### src/rtl/scl_timer_pkg.sv
package scl_timer_pkg;

  typedef enum logic [1:0] {
    PH_IDLE = 2'd0,
    PH_LOW  = 2'd1,
    PH_WAIT = 2'd2,
    PH_HIGH = 2'd3
  } scl_phase_e;

  // each divisor unit spans 2**SCALE_LOG2 system clocks
  localparam int unsigned SCALE_LOG2 = 3;

endpackage

### src/rtl/scl_sync.sv
module scl_sync #(
  parameter int unsigned STAGES = 2
) (
  input  logic clk_i,
  input  logic rst_ni,
  input  logic d_i,
  output logic q_o
);

  logic q [STAGES];

  for (genvar g = 0; g < STAGES; g++) begin : g_stage
    if (g == 0) begin : g_first
      always_ff @(posedge clk_i or negedge rst_ni) begin
        if (!rst_ni) q[g] <= 1'b1;
        else         q[g] <= d_i;
      end
    end else begin : g_next
      always_ff @(posedge clk_i or negedge rst_ni) begin
        if (!rst_ni) q[g] <= 1'b1;
        else         q[g] <= q[g-1];
      end
    end
  end

  assign q_o = q[STAGES-1];

endmodule

### src/rtl/scl_len_calc.sv
module scl_len_calc
  import scl_timer_pkg::*;
#(
  parameter int unsigned FIELD_W = 16,
  parameter int unsigned CNT_W   = FIELD_W + SCALE_LOG2
) (
  input  logic [FIELD_W-1:0] field_i,
  output logic [CNT_W-1:0]   len_o
);

  logic [CNT_W-1:0] base;

  always_comb begin
    base  = (field_i == '0) ? CNT_W'(1) : CNT_W'(field_i);
    len_o = base << SCALE_LOG2;
  end

endmodule

### src/rtl/scl_phase_fsm.sv
module scl_phase_fsm
  import scl_timer_pkg::*;
#(
  parameter int unsigned CNT_W = 19
) (
  input  logic             clk_i,
  input  logic             rst_ni,
  input  logic             en_i,
  input  logic [CNT_W-1:0] lo_len_i,
  input  logic [CNT_W-1:0] hi_len_i,
  input  logic             scl_hi_i,
  output scl_phase_e       ph_o,
  output logic [CNT_W-1:0] cnt_o,
  output logic [CNT_W-1:0] lo_mid_o,
  output logic [CNT_W-1:0] hi_mid_o
);

  scl_phase_e       ph_q;
  logic [CNT_W-1:0] cnt_q;
  logic [CNT_W-1:0] lo_q, hi_q;
  logic             lo_end, hi_end;

  // lengths are never below 8, so the subtraction cannot wrap
  assign lo_end = (cnt_q == lo_q - CNT_W'(1));
  assign hi_end = (cnt_q == hi_q - CNT_W'(1));

  always_ff @(posedge clk_i or negedge rst_ni) begin
    if (!rst_ni) begin
      ph_q  <= PH_IDLE;
      cnt_q <= '0;
      lo_q  <= CNT_W'(8);
      hi_q  <= CNT_W'(8);
    end else if (!en_i) begin
      ph_q  <= PH_IDLE;
      cnt_q <= '0;
    end else begin
      unique case (ph_q)
        PH_IDLE: begin
          ph_q  <= PH_LOW;
          cnt_q <= '0;
          lo_q  <= lo_len_i;
          hi_q  <= hi_len_i;
        end
        PH_LOW: begin
          if (lo_end) begin
            ph_q  <= PH_WAIT;
            cnt_q <= '0;
          end else begin
            cnt_q <= cnt_q + CNT_W'(1);
          end
        end
        PH_WAIT: begin
          if (scl_hi_i) begin
            ph_q  <= PH_HIGH;
            cnt_q <= '0;
          end
        end
        PH_HIGH: begin
          if (hi_end) begin
            ph_q  <= PH_LOW;
            cnt_q <= '0;
            lo_q  <= lo_len_i;
            hi_q  <= hi_len_i;
          end else begin
            cnt_q <= cnt_q + CNT_W'(1);
          end
        end
        default: begin
          ph_q  <= PH_IDLE;
          cnt_q <= '0;
        end
      endcase
    end
  end

  assign ph_o     = ph_q;
  assign cnt_o    = cnt_q;
  assign lo_mid_o = lo_q >> 1;
  assign hi_mid_o = hi_q >> 1;

endmodule

### src/rtl/scl_timer.sv
module scl_timer
  import scl_timer_pkg::*;
#(
  parameter int unsigned DIV_W       = 32,
  parameter int unsigned SYNC_STAGES = 2
) (
  input  logic             clk_i,
  input  logic             rst_ni,
  input  logic             en_i,
  input  logic [DIV_W-1:0] div_i,
  input  logic             scl_i,
  output logic             scl_low_o,
  output logic             fall_stb_o,
  output logic             drv_stb_o,
  output logic             rise_stb_o,
  output logic             smp_stb_o
);

  localparam int unsigned FIELD_W = DIV_W / 2;
  localparam int unsigned CNT_W   = FIELD_W + SCALE_LOG2;

  logic             scl_sync;
  logic [CNT_W-1:0] len_w [2];
  scl_phase_e       ph;
  logic [CNT_W-1:0] cnt, lo_mid, hi_mid;

  scl_sync #(.STAGES(SYNC_STAGES)) u_sync (
    .clk_i  (clk_i),
    .rst_ni (rst_ni),
    .d_i    (scl_i),
    .q_o    (scl_sync)
  );

  // index 0: low field, index 1: high field
  for (genvar g = 0; g < 2; g++) begin : g_len
    scl_len_calc #(.FIELD_W(FIELD_W), .CNT_W(CNT_W)) u_len (
      .field_i (div_i[g*FIELD_W +: FIELD_W]),
      .len_o   (len_w[g])
    );
  end

  scl_phase_fsm #(.CNT_W(CNT_W)) u_fsm (
    .clk_i    (clk_i),
    .rst_ni   (rst_ni),
    .en_i     (en_i),
    .lo_len_i (len_w[0]),
    .hi_len_i (len_w[1]),
    .scl_hi_i (scl_sync),
    .ph_o     (ph),
    .cnt_o    (cnt),
    .lo_mid_o (lo_mid),
    .hi_mid_o (hi_mid)
  );

  always_comb begin
    scl_low_o  = (ph == PH_LOW);
    fall_stb_o = (ph == PH_LOW)  && (cnt == '0);
    drv_stb_o  = (ph == PH_LOW)  && (cnt == lo_mid);
    rise_stb_o = (ph == PH_HIGH) && (cnt == '0);
    smp_stb_o  = (ph == PH_HIGH) && (cnt == hi_mid);
  end

endmodule

### config.mk
export PLATFORM = sky130hd
export DESIGN_NAME = scl_timer
export DESIGN_NICKNAME = d
export VERILOG_FILES = /design/src/rtl/scl_timer_pkg.sv /design/src/rtl/scl_sync.sv /design/src/rtl/scl_len_calc.sv /design/src/rtl/scl_phase_fsm.sv /design/src/rtl/scl_timer.sv
export SDC_FILE = /design/constraint.sdc
export NUM_CORES = 1
export LEC_CHECK = 0
export BUFFER_PORTS_ARGS = -buffer_cell sky130_fd_sc_hd__buf_2
export CAP_MARGIN = 5
export CORE_ASPECT_RATIO = 1.2
export CORE_MARGIN = 8
export CORE_UTILIZATION = 35
export CTS_CLUSTER_SIZE = 12
export DETAILED_ROUTE_END_ITERATION = 12
export GPL_TIMING_DRIVEN = 0
export PLACE_DENSITY_LB_ADDON = 0.05
export SLEW_MARGIN = 10
export SYNTH_ARGS = -nofsm -noshare
export SYNTH_HDL_FRONTEND = slang
export SYNTH_SLANG_ARGS = --single-unit
### constraint.sdc
create_clock -name clk_i -period 7.9 [get_ports clk_i]
set_input_delay 1.58 -clock clk_i [delete_from_list [all_inputs] [get_ports clk_i]]
set_output_delay 1.58 -clock clk_i [all_outputs]
set_load 0.01 [all_outputs]
==> impl_metrics.py, run 1 <==
metrics = {
    "final_layout": {
        "nets": 568,
        "diodes": 0,
        "syn_to_final_growth_pct": 12.5,
        "drive_gt1_frac": 0.202,
    },
    "clock_tree": {
        "clock-root-buffer": "clkbuf_16",
        "tritoncts": "built",
        "post_cts_buffers": 0,
        "clock_path_buffers": 2,
        "h-tree-depth": 2,
        "clkLatencyLatePin_ns": 0.30,
        "postCtsResizedCells": 0,
        "clk_pin_slew_worst_paths_ns": 0.07,
        "cts_made_buffers": 5,
        "hold_buffers": 0,
        "cts_sinks": 55,
    },
    "yosys": {
        "ys_ff_latch": 55,
        "synthMuxAreaShare": 0.0918,
        "syn_inst": 477,
        "async_flop_share": 1.00,
        "synthSimpleGateAreaFrac": 0.227,
        "synth_edf_count": 0,
        "synth_compound_area_frac": 0.149,
        "synth-xor-area-share": 0.135,
        "synth_top_area_cell": "dfrtp_1",
        "ys_seq_area_frac": 0.318,
        "syn_nets": 521,
        "synthAdderAreaFrac": 0.0230,
        "yosys_most_used_dff": "dfrtp_1",
        "ys_top_cells_by_area": "dfrtp_1, xnor2_1, mux2_2",
        "synth_top_family_by_area": "simple AND/OR/NAND/NOR gates",
        "syn_avg_cell_area_um2": 9.11,
        "syn_area_mm2": 0.00435,
        "synth_top_area_share": 0.294,
        "yosys_warnings": 0,
        "synth.distinct_cells": 68,
    },
    "hold_path": {
        "hold_class": "reg -> reg",
        "hold_depth": 0,
        "whs_endpoint": "u_sync.q_o$_DFF_PN1_",
        "min-delay-start": "u_sync.q[1]$_DFF_PN1_",
    },
    "timing": {
        "finalCritPeriodShare": 0.503,
        "final-max-slew-violation-count": 0,
        "final.setup_skew_ns": 0.00529,
        "setup_ws_ns": 3.93,
        "hold_violations": 0,
        "finalCriticalPeriod_ns": 3.97,
        "relSlewSlack": 0.382,
        "fin_tns_setup_ns": 0,
        "tightest_slew_ns": 0.903,
        "fmax_mhz": 252,
        "rsz0062_at_grt": "no",
        "setup_viol": 0,
    },
    "grt": {
        "grt_pass1_wl_mm": 21.5,
        "grt_pass1_vias": 3928,
        "grt.overflow.total": 0,
        "antenna_found_initial": 0,
        "grt_max_degree": 56,
        "grt_use_total": 0.165,
    },
    "die": {
        "io_pins": 41,
        "die_area_mm2": 0.0163,
        "placementRows": 44,
        "core_area_mm2": 0.0121,
        "die_w_um": 118,
        "initial_utilization": 0.359,
        "die_h_um": 138,
    },
    "setup_path": {
        "worst_ep_required_time_ns": 8.08,
        "critPathArrivalTime_ns": 4.16,
        "r2r_cells": 12,
        "endpoint_kind": "register",
        "worstSetupPathType": "reg -> reg",
        "rr_endpoint": "u_fsm.hi_q[11]$_DFFE_PN0P_",
        "worstPathMaxFanout": 10,
        "ff2ff_setup_slack_ns": 3.93,
        "start_kind": "register",
        "worstReg2RegStart": "u_fsm.hi_q[3]$_DFFE_PN1P_",
    },
    "routing": {
        "viasPerCell": 5.57,
        "ant_nets": 0,
        "wl_mm": 13.2,
        "drt-pass1-iter-count": 4,
        "wire_per_inst_um": 19.3,
        "drtIter0Drc": 185,
        "via_count": 3820,
        "drc": 0,
    },
    "run": {
        "maxCapViolations": 0,
    },
    "placed_design": {
        "globalplace.congestion": 0.840,
        "portBuffers": 40,
        "place_ws_ns": 3.85,
        "hpwl_mm": 9.94,
    },
    "pwr": {
        "ir_worst_vdd_v": 0.000130,
        "total_power_mw": 1.49,
        "pwr_density_cell_mw_per_mm2": 305,
        "leakagePower_nw": 1.96,
    },
    "outcome": {
        "status": "completed",
    },
}
kinds of logic after synthesis:
kind of cell,after synthesis
simple gates,172
compound gates,83
fa+ha+maj,8
buf+inv,56
flops,55
xor+xnor,67
mux,36
synth_stat cells (4+ instances only):
| cell | instances |
|---|---|
| mux2_1 | 8 |
| or2_2 | 6 |
| a221oi_1 | 11 |
| ha_1 | 8 |
| xor2_1 | 23 |
| mux2i_1 | 5 |
| nor2b_1 | 9 |
| nor4_1 | 16 |
| o21ai_0 | 8 |
| nand2b_1 | 9 |
| mux2_2 | 23 |
| or3_1 | 11 |
| dfstp_2 | 4 |
| nand4_1 | 12 |
| a21o_1 | 13 |
| and3_1 | 7 |
| nor3_1 | 16 |
| dfrtp_1 | 51 |
| nand2_1 | 30 |
| nand3_1 | 12 |
| a211oi_1 | 7 |
| a21oi_1 | 6 |
| inv_1 | 13 |
| clkbuf_1 | 26 |
| nand3b_1 | 4 |
| xnor2_1 | 44 |
| nor2_1 | 17 |
| buf_2 | 12 |
power by group:
group          total (mW)  internal, mW  switching [mW]
logic               0.774         0.355           0.419
registers           0.494         0.381           0.113
clock network       0.220         0.118           0.103
total                1.49         0.854           0.635
worst max-delay path: stages, from the launching register on:
cell and delay (ns):
dfstp_2 0.60, inv_1 0.08, ha_1 0.19, clkbuf_1 0.22, o21ba_2 0.25, a22oi_1 0.22, o2bb2ai_1 0.10, a2111oi_0 0.78
o2111ai_1 0.33, nor3_1 0.28, o21ai_2 0.18, buf_2 0.28, mux2_1 0.35
worst max-delay path by stage:
stage / end / cells past startpoint / slack, ns / start
2_1_floorplan: drv_stb_o / 5 / 4.73 / u_fsm.cnt_o[10]$_DFFE_PN0P_
5_1_grt: u_fsm.hi_q[4]$_DFFE_PN0P_ / 12 / 3.73 / u_fsm.hi_q[3]$_DFFE_PN1P_
3_3_place_gp: u_fsm.hi_q[11]$_DFFE_PN0P_ / 12 / 3.89 / u_fsm.hi_q[3]$_DFFE_PN1P_
3_5_place_dp: u_fsm.hi_q[11]$_DFFE_PN0P_ / 12 / 3.85 / u_fsm.hi_q[3]$_DFFE_PN1P_
6_report: u_fsm.hi_q[11]$_DFFE_PN0P_ / 12 / 3.93 / u_fsm.hi_q[3]$_DFFE_PN1P_
4_1_cts: u_fsm.hi_q[11]$_DFFE_PN0P_ / 12 / 3.85 / u_fsm.hi_q[3]$_DFFE_PN1P_
cell type report:
type | instances | area [um^2]
inverters | 13 | 48.8
clock inverters | 1 | 5.00
flip-flops and latches | 55 | 1380
fillers | 1275 | 7220
multi-input cells | 366 | 2720
plain buffers | 43 | 196
clock buffers | 7 | 133
repair buffers | 40 | 203
well taps | 161 | 201
per-layer routing:
metal	global-route usage	wire length (um)	vias up
li1	-	-	1822
met5	0	0	-
met1	0.190	5590	1876
met3	0.0265	434	24
met4	0.0635	346	0
met2	0.299	6860	98
cells in the final DEF, fill, tap and decap left out, types with 5 or more instances in the layout:
master	synthesis	routed
nand3_1	12	12
nor4_1	16	16
dfrtp_1	51	51
a21o_1	13	13
xnor2_1	44	44
mux2_2	23	23
or2_2	6	6
nand2b_1	9	9
a221oi_1	11	11
xor2_1	23	23
buf_2	12	51
nor3_1	16	16
nor2b_1	9	9
mux2_1	8	8
a21oi_1	6	6
nand2_1	30	30
nand4_1	12	12
clkbuf_1	26	28
clkbuf_16	0	5
or3_1	11	11
mux2i_1	5	5
ha_1	8	8
inv_1	13	13
o21ai_0	8	8
a211oi_1	7	7
and3_1	7	7
nor2_1	17	17
per-stage QoR:
| step | instances | hold WS [ns] | cell area (um^2) | util |
|---|---|---|---|---|
| floorplan | 477 | 0.345 | 4350 | - |
| global placement | 678 | 0.346 | 4750 | 0.392 |
| detailed placement | 678 | 0.347 | 4750 | 0.392 |
| CTS | 686 | 0.358 | 4890 | 0.404 |
| global route | 686 | 0.359 | 4890 | 0.404 |
| finish | 686 | 0.357 | 4890 | 0.404 |
flip-flops by register name (all words and copies together) (netlist names):
name         cells
u_fsm.ph_o       2
u_fsm.cnt_o     19
u_fsm.hi_q      16
u_fsm.lo_q      16
u_sync.q         1
u_sync.q_o       1
(Power assumes the default switching activity.)
==> inputs of run 2 (changes only) <==
==> constraint.sdc (replaced) <==
create_clock -name clk_i -period 3.35 [get_ports clk_i]
set_input_delay 0.67 -clock clk_i [delete_from_list [all_inputs] [get_ports clk_i]]
set_output_delay 0.67 -clock clk_i [all_outputs]
set_load 0.01 [all_outputs]
==> run 2 against run 1 <==
Flip-flop and latch count unchanged. Critical path depth is 1 lower. Hold slack improved by 0.00052 ns. Critical endpoint is now u_fsm.cnt_o[7]$_DFFE_PN0P_. Worst setup slack lost 3.8 ns. Largest power group unchanged. Global-route usage is 0.13 points higher.
==> impl_metrics.py, run 2 (synthesized netlist as in run 1, its figures left out) <==
metrics = {
    "outcome": {
        "status": "completed",
    },
    "routing": {
        "viasPerCell": 5.61,
        "wire_per_inst_um": 19.4,
        "drtIter0Drc": 169,
        "wl_mm": 13.4,
        "met1Wirelength_mm": 5.65,
        "via_count": 3882,
        "topRoutingLayerUsed": "met4",
        "drt-pass1-iter-count": 4,
        "met3_length_um": 495,
        "drc": 0,
        "wl_met2_mm": 6.95,
        "ant_nets": 0,
    },
    "die": {
        "die_w_um": 118,
        "placementRows": 44,
        "core_area_mm2": 0.0121,
        "initial_utilization": 0.359,
        "die_area_mm2": 0.0163,
        "io_pins": 41,
        "die_h_um": 138,
    },
    "placed_design": {
        "portBuffers": 40,
        "place_ws_ns": -0.700,
        "globalplace.congestion": 0.840,
        "hpwl_mm": 9.94,
    },
    "timing": {
        "fin_tns_setup_ns": 0,
        "final-max-slew-violation-count": 0,
        "holdWs_ns": 0.357,
        "finalCriticalPeriod_ns": 3.26,
        "setup_viol": 0,
        "rsz0062_at_grt": "no",
        "finalCritPeriodShare": 0.973,
        "fmax_mhz": 307,
        "hold_violations": 0,
        "tightest_slew_ns": 0.750,
        "setup_ws_ns": 0.0896,
        "relSlewSlack": 0.500,
        "final.setup_skew_ns": 0.00818,
    },
    "clock_tree": {
        "cts_made_buffers": 5,
        "clk_pin_slew_worst_paths_ns": 0.07,
        "cts_sinks": 55,
        "clock_path_buffers": 2,
        "clock-root-buffer": "clkbuf_16",
        "tritoncts": "built",
        "clkLatencyLatePin_ns": 0.30,
        "h-tree-depth": 2,
    },
    "grt": {
        "grt_pass1_wl_mm": 21.7,
        "antenna_found_initial": 0,
        "grt_max_degree": 56,
        "grt_use_total": 0.167,
        "grt_pass1_vias": 3970,
        "grt.overflow.total": 0,
    },
    "pwr": {
        "total_power_mw": 3.73,
        "leakagePower_nw": 2.03,
        "ir_worst_vdd_v": 0.000321,
        "pwr_density_cell_mw_per_mm2": 729,
    },
    "setup_path": {
        "endpoint_kind": "register",
        "worstSetupPathType": "reg -> reg",
        "critPathArrivalTime_ns": 3.45,
        "rr_endpoint": "u_fsm.cnt_o[7]$_DFFE_PN0P_",
        "worstPathMaxFanout": 5,
        "worstReg2RegStart": "u_fsm.lo_q[4]$_DFFE_PN0P_",
        "worst_ep_required_time_ns": 3.54,
        "ff2ff_setup_slack_ns": 0.09,
        "r2r_cells": 11,
        "start_kind": "register",
    },
    "final_layout": {
        "post-route-util": 0.423,
        "layout_commonest_cell": "dfrtp_1",
        "filler_cell_count": 1249,
        "syn_to_final_growth_pct": 17.7,
        "largest_register_ffs": 19,
        "nets": 574,
        "diodes": 0,
        "drive_gt1_frac": 0.249,
        "final_cell_mix": "dfrtp_1, buf_2, xnor2_1, nand2_1, clkbuf_1",
    },
    "hold_path": {
        "hold_depth": 0,
        "hold_class": "reg -> reg",
        "min-delay-start": "u_sync.q[1]$_DFF_PN1_",
        "whs_endpoint": "u_sync.q_o$_DFF_PN1_",
    },
    "run": {
        "maxCapViolations": 0,
    },
}
[run 2: routing by layer]
metal	up-vias	global-route usage
met5	-	0
met4	0	0.0723
met3	19	0.0265
met2	105	0.297
met1	1917	0.192
li1	1841	-
[run 2: cell type report]
class	instances	area [um^2]	share of cell area
plain buffers	40	205	0.0401
clock buffers	7	133	0.0259
clock inverters	1	5.00	0.000978
inverters	13	51.3	0.0100
multi-input cells	366	2860	0.558
flip-flops and latches	55	1380	0.270
well taps	161	201	0.0394
repair buffers	49	283	0.0553
[run 2: worst max-delay path, stage by stage (launching register included)]
cell and delay, ns:
dfrtp_2 0.43, buf_4 0.15, or4_4 0.58, or4_4 0.45, o211ai_1 0.26, o221ai_2 0.17
a2111oi_4 0.31, nand2b_4 0.23, buf_8 0.12, buf_12 0.10, a211oi_1 0.06, a221o_1 0.27
[run 2: worst max-delay path by stage]
stage	from	end	slack [ns]	depth (start not counted)
2_1_floorplan	u_fsm.lo_q[3]$_DFFE_PN1P_	u_fsm.cnt_o[18]$_DFFE_PN0P_	0.31	12
3_3_place_gp	u_fsm.hi_q[3]$_DFFE_PN1P_	u_fsm.hi_q[11]$_DFFE_PN0P_	-0.66	12
3_5_place_dp	u_fsm.hi_q[3]$_DFFE_PN1P_	u_fsm.hi_q[11]$_DFFE_PN0P_	-0.70	12
5_1_grt	u_fsm.lo_q[8]$_DFFE_PN0P_	u_fsm.cnt_o[7]$_DFFE_PN0P_	0.004	11
4_1_cts	u_fsm.lo_q[4]$_DFFE_PN0P_	u_fsm.cnt_o[7]$_DFFE_PN0P_	0.008	12
6_report	u_fsm.lo_q[4]$_DFFE_PN0P_	u_fsm.cnt_o[7]$_DFFE_PN0P_	0.09	11
[run 2: power breakdown]
group / internal, mW / leakage [nW] / total, mW / switching [mW]
combinational: 0.956 / 1.28 / 2.02 / 1.07
sequential: 0.899 / 0.682 / 1.19 / 0.287
clock: 0.278 / 0.0679 / 0.524 / 0.246
[run 2: timing repair]
action                                  in CTS  in global routing
hold buffers                                 0                  0
pin swaps                                    3                  9
endpoints found under the setup margin      53                 48
buffers inserted                             5                  4
gates resized for setup                     15                 20
[run 2: per-stage QoR]
| step | instances | cell area (um^2) |
|---|---|---|
| after floorplan | 477 | 4350 |
| after global placement | 678 | 4750 |
| after detailed placement | 678 | 4750 |
| after CTS | 690 | 5000 |
| after global routing | 692 | 5120 |
| final | 692 | 5120 |
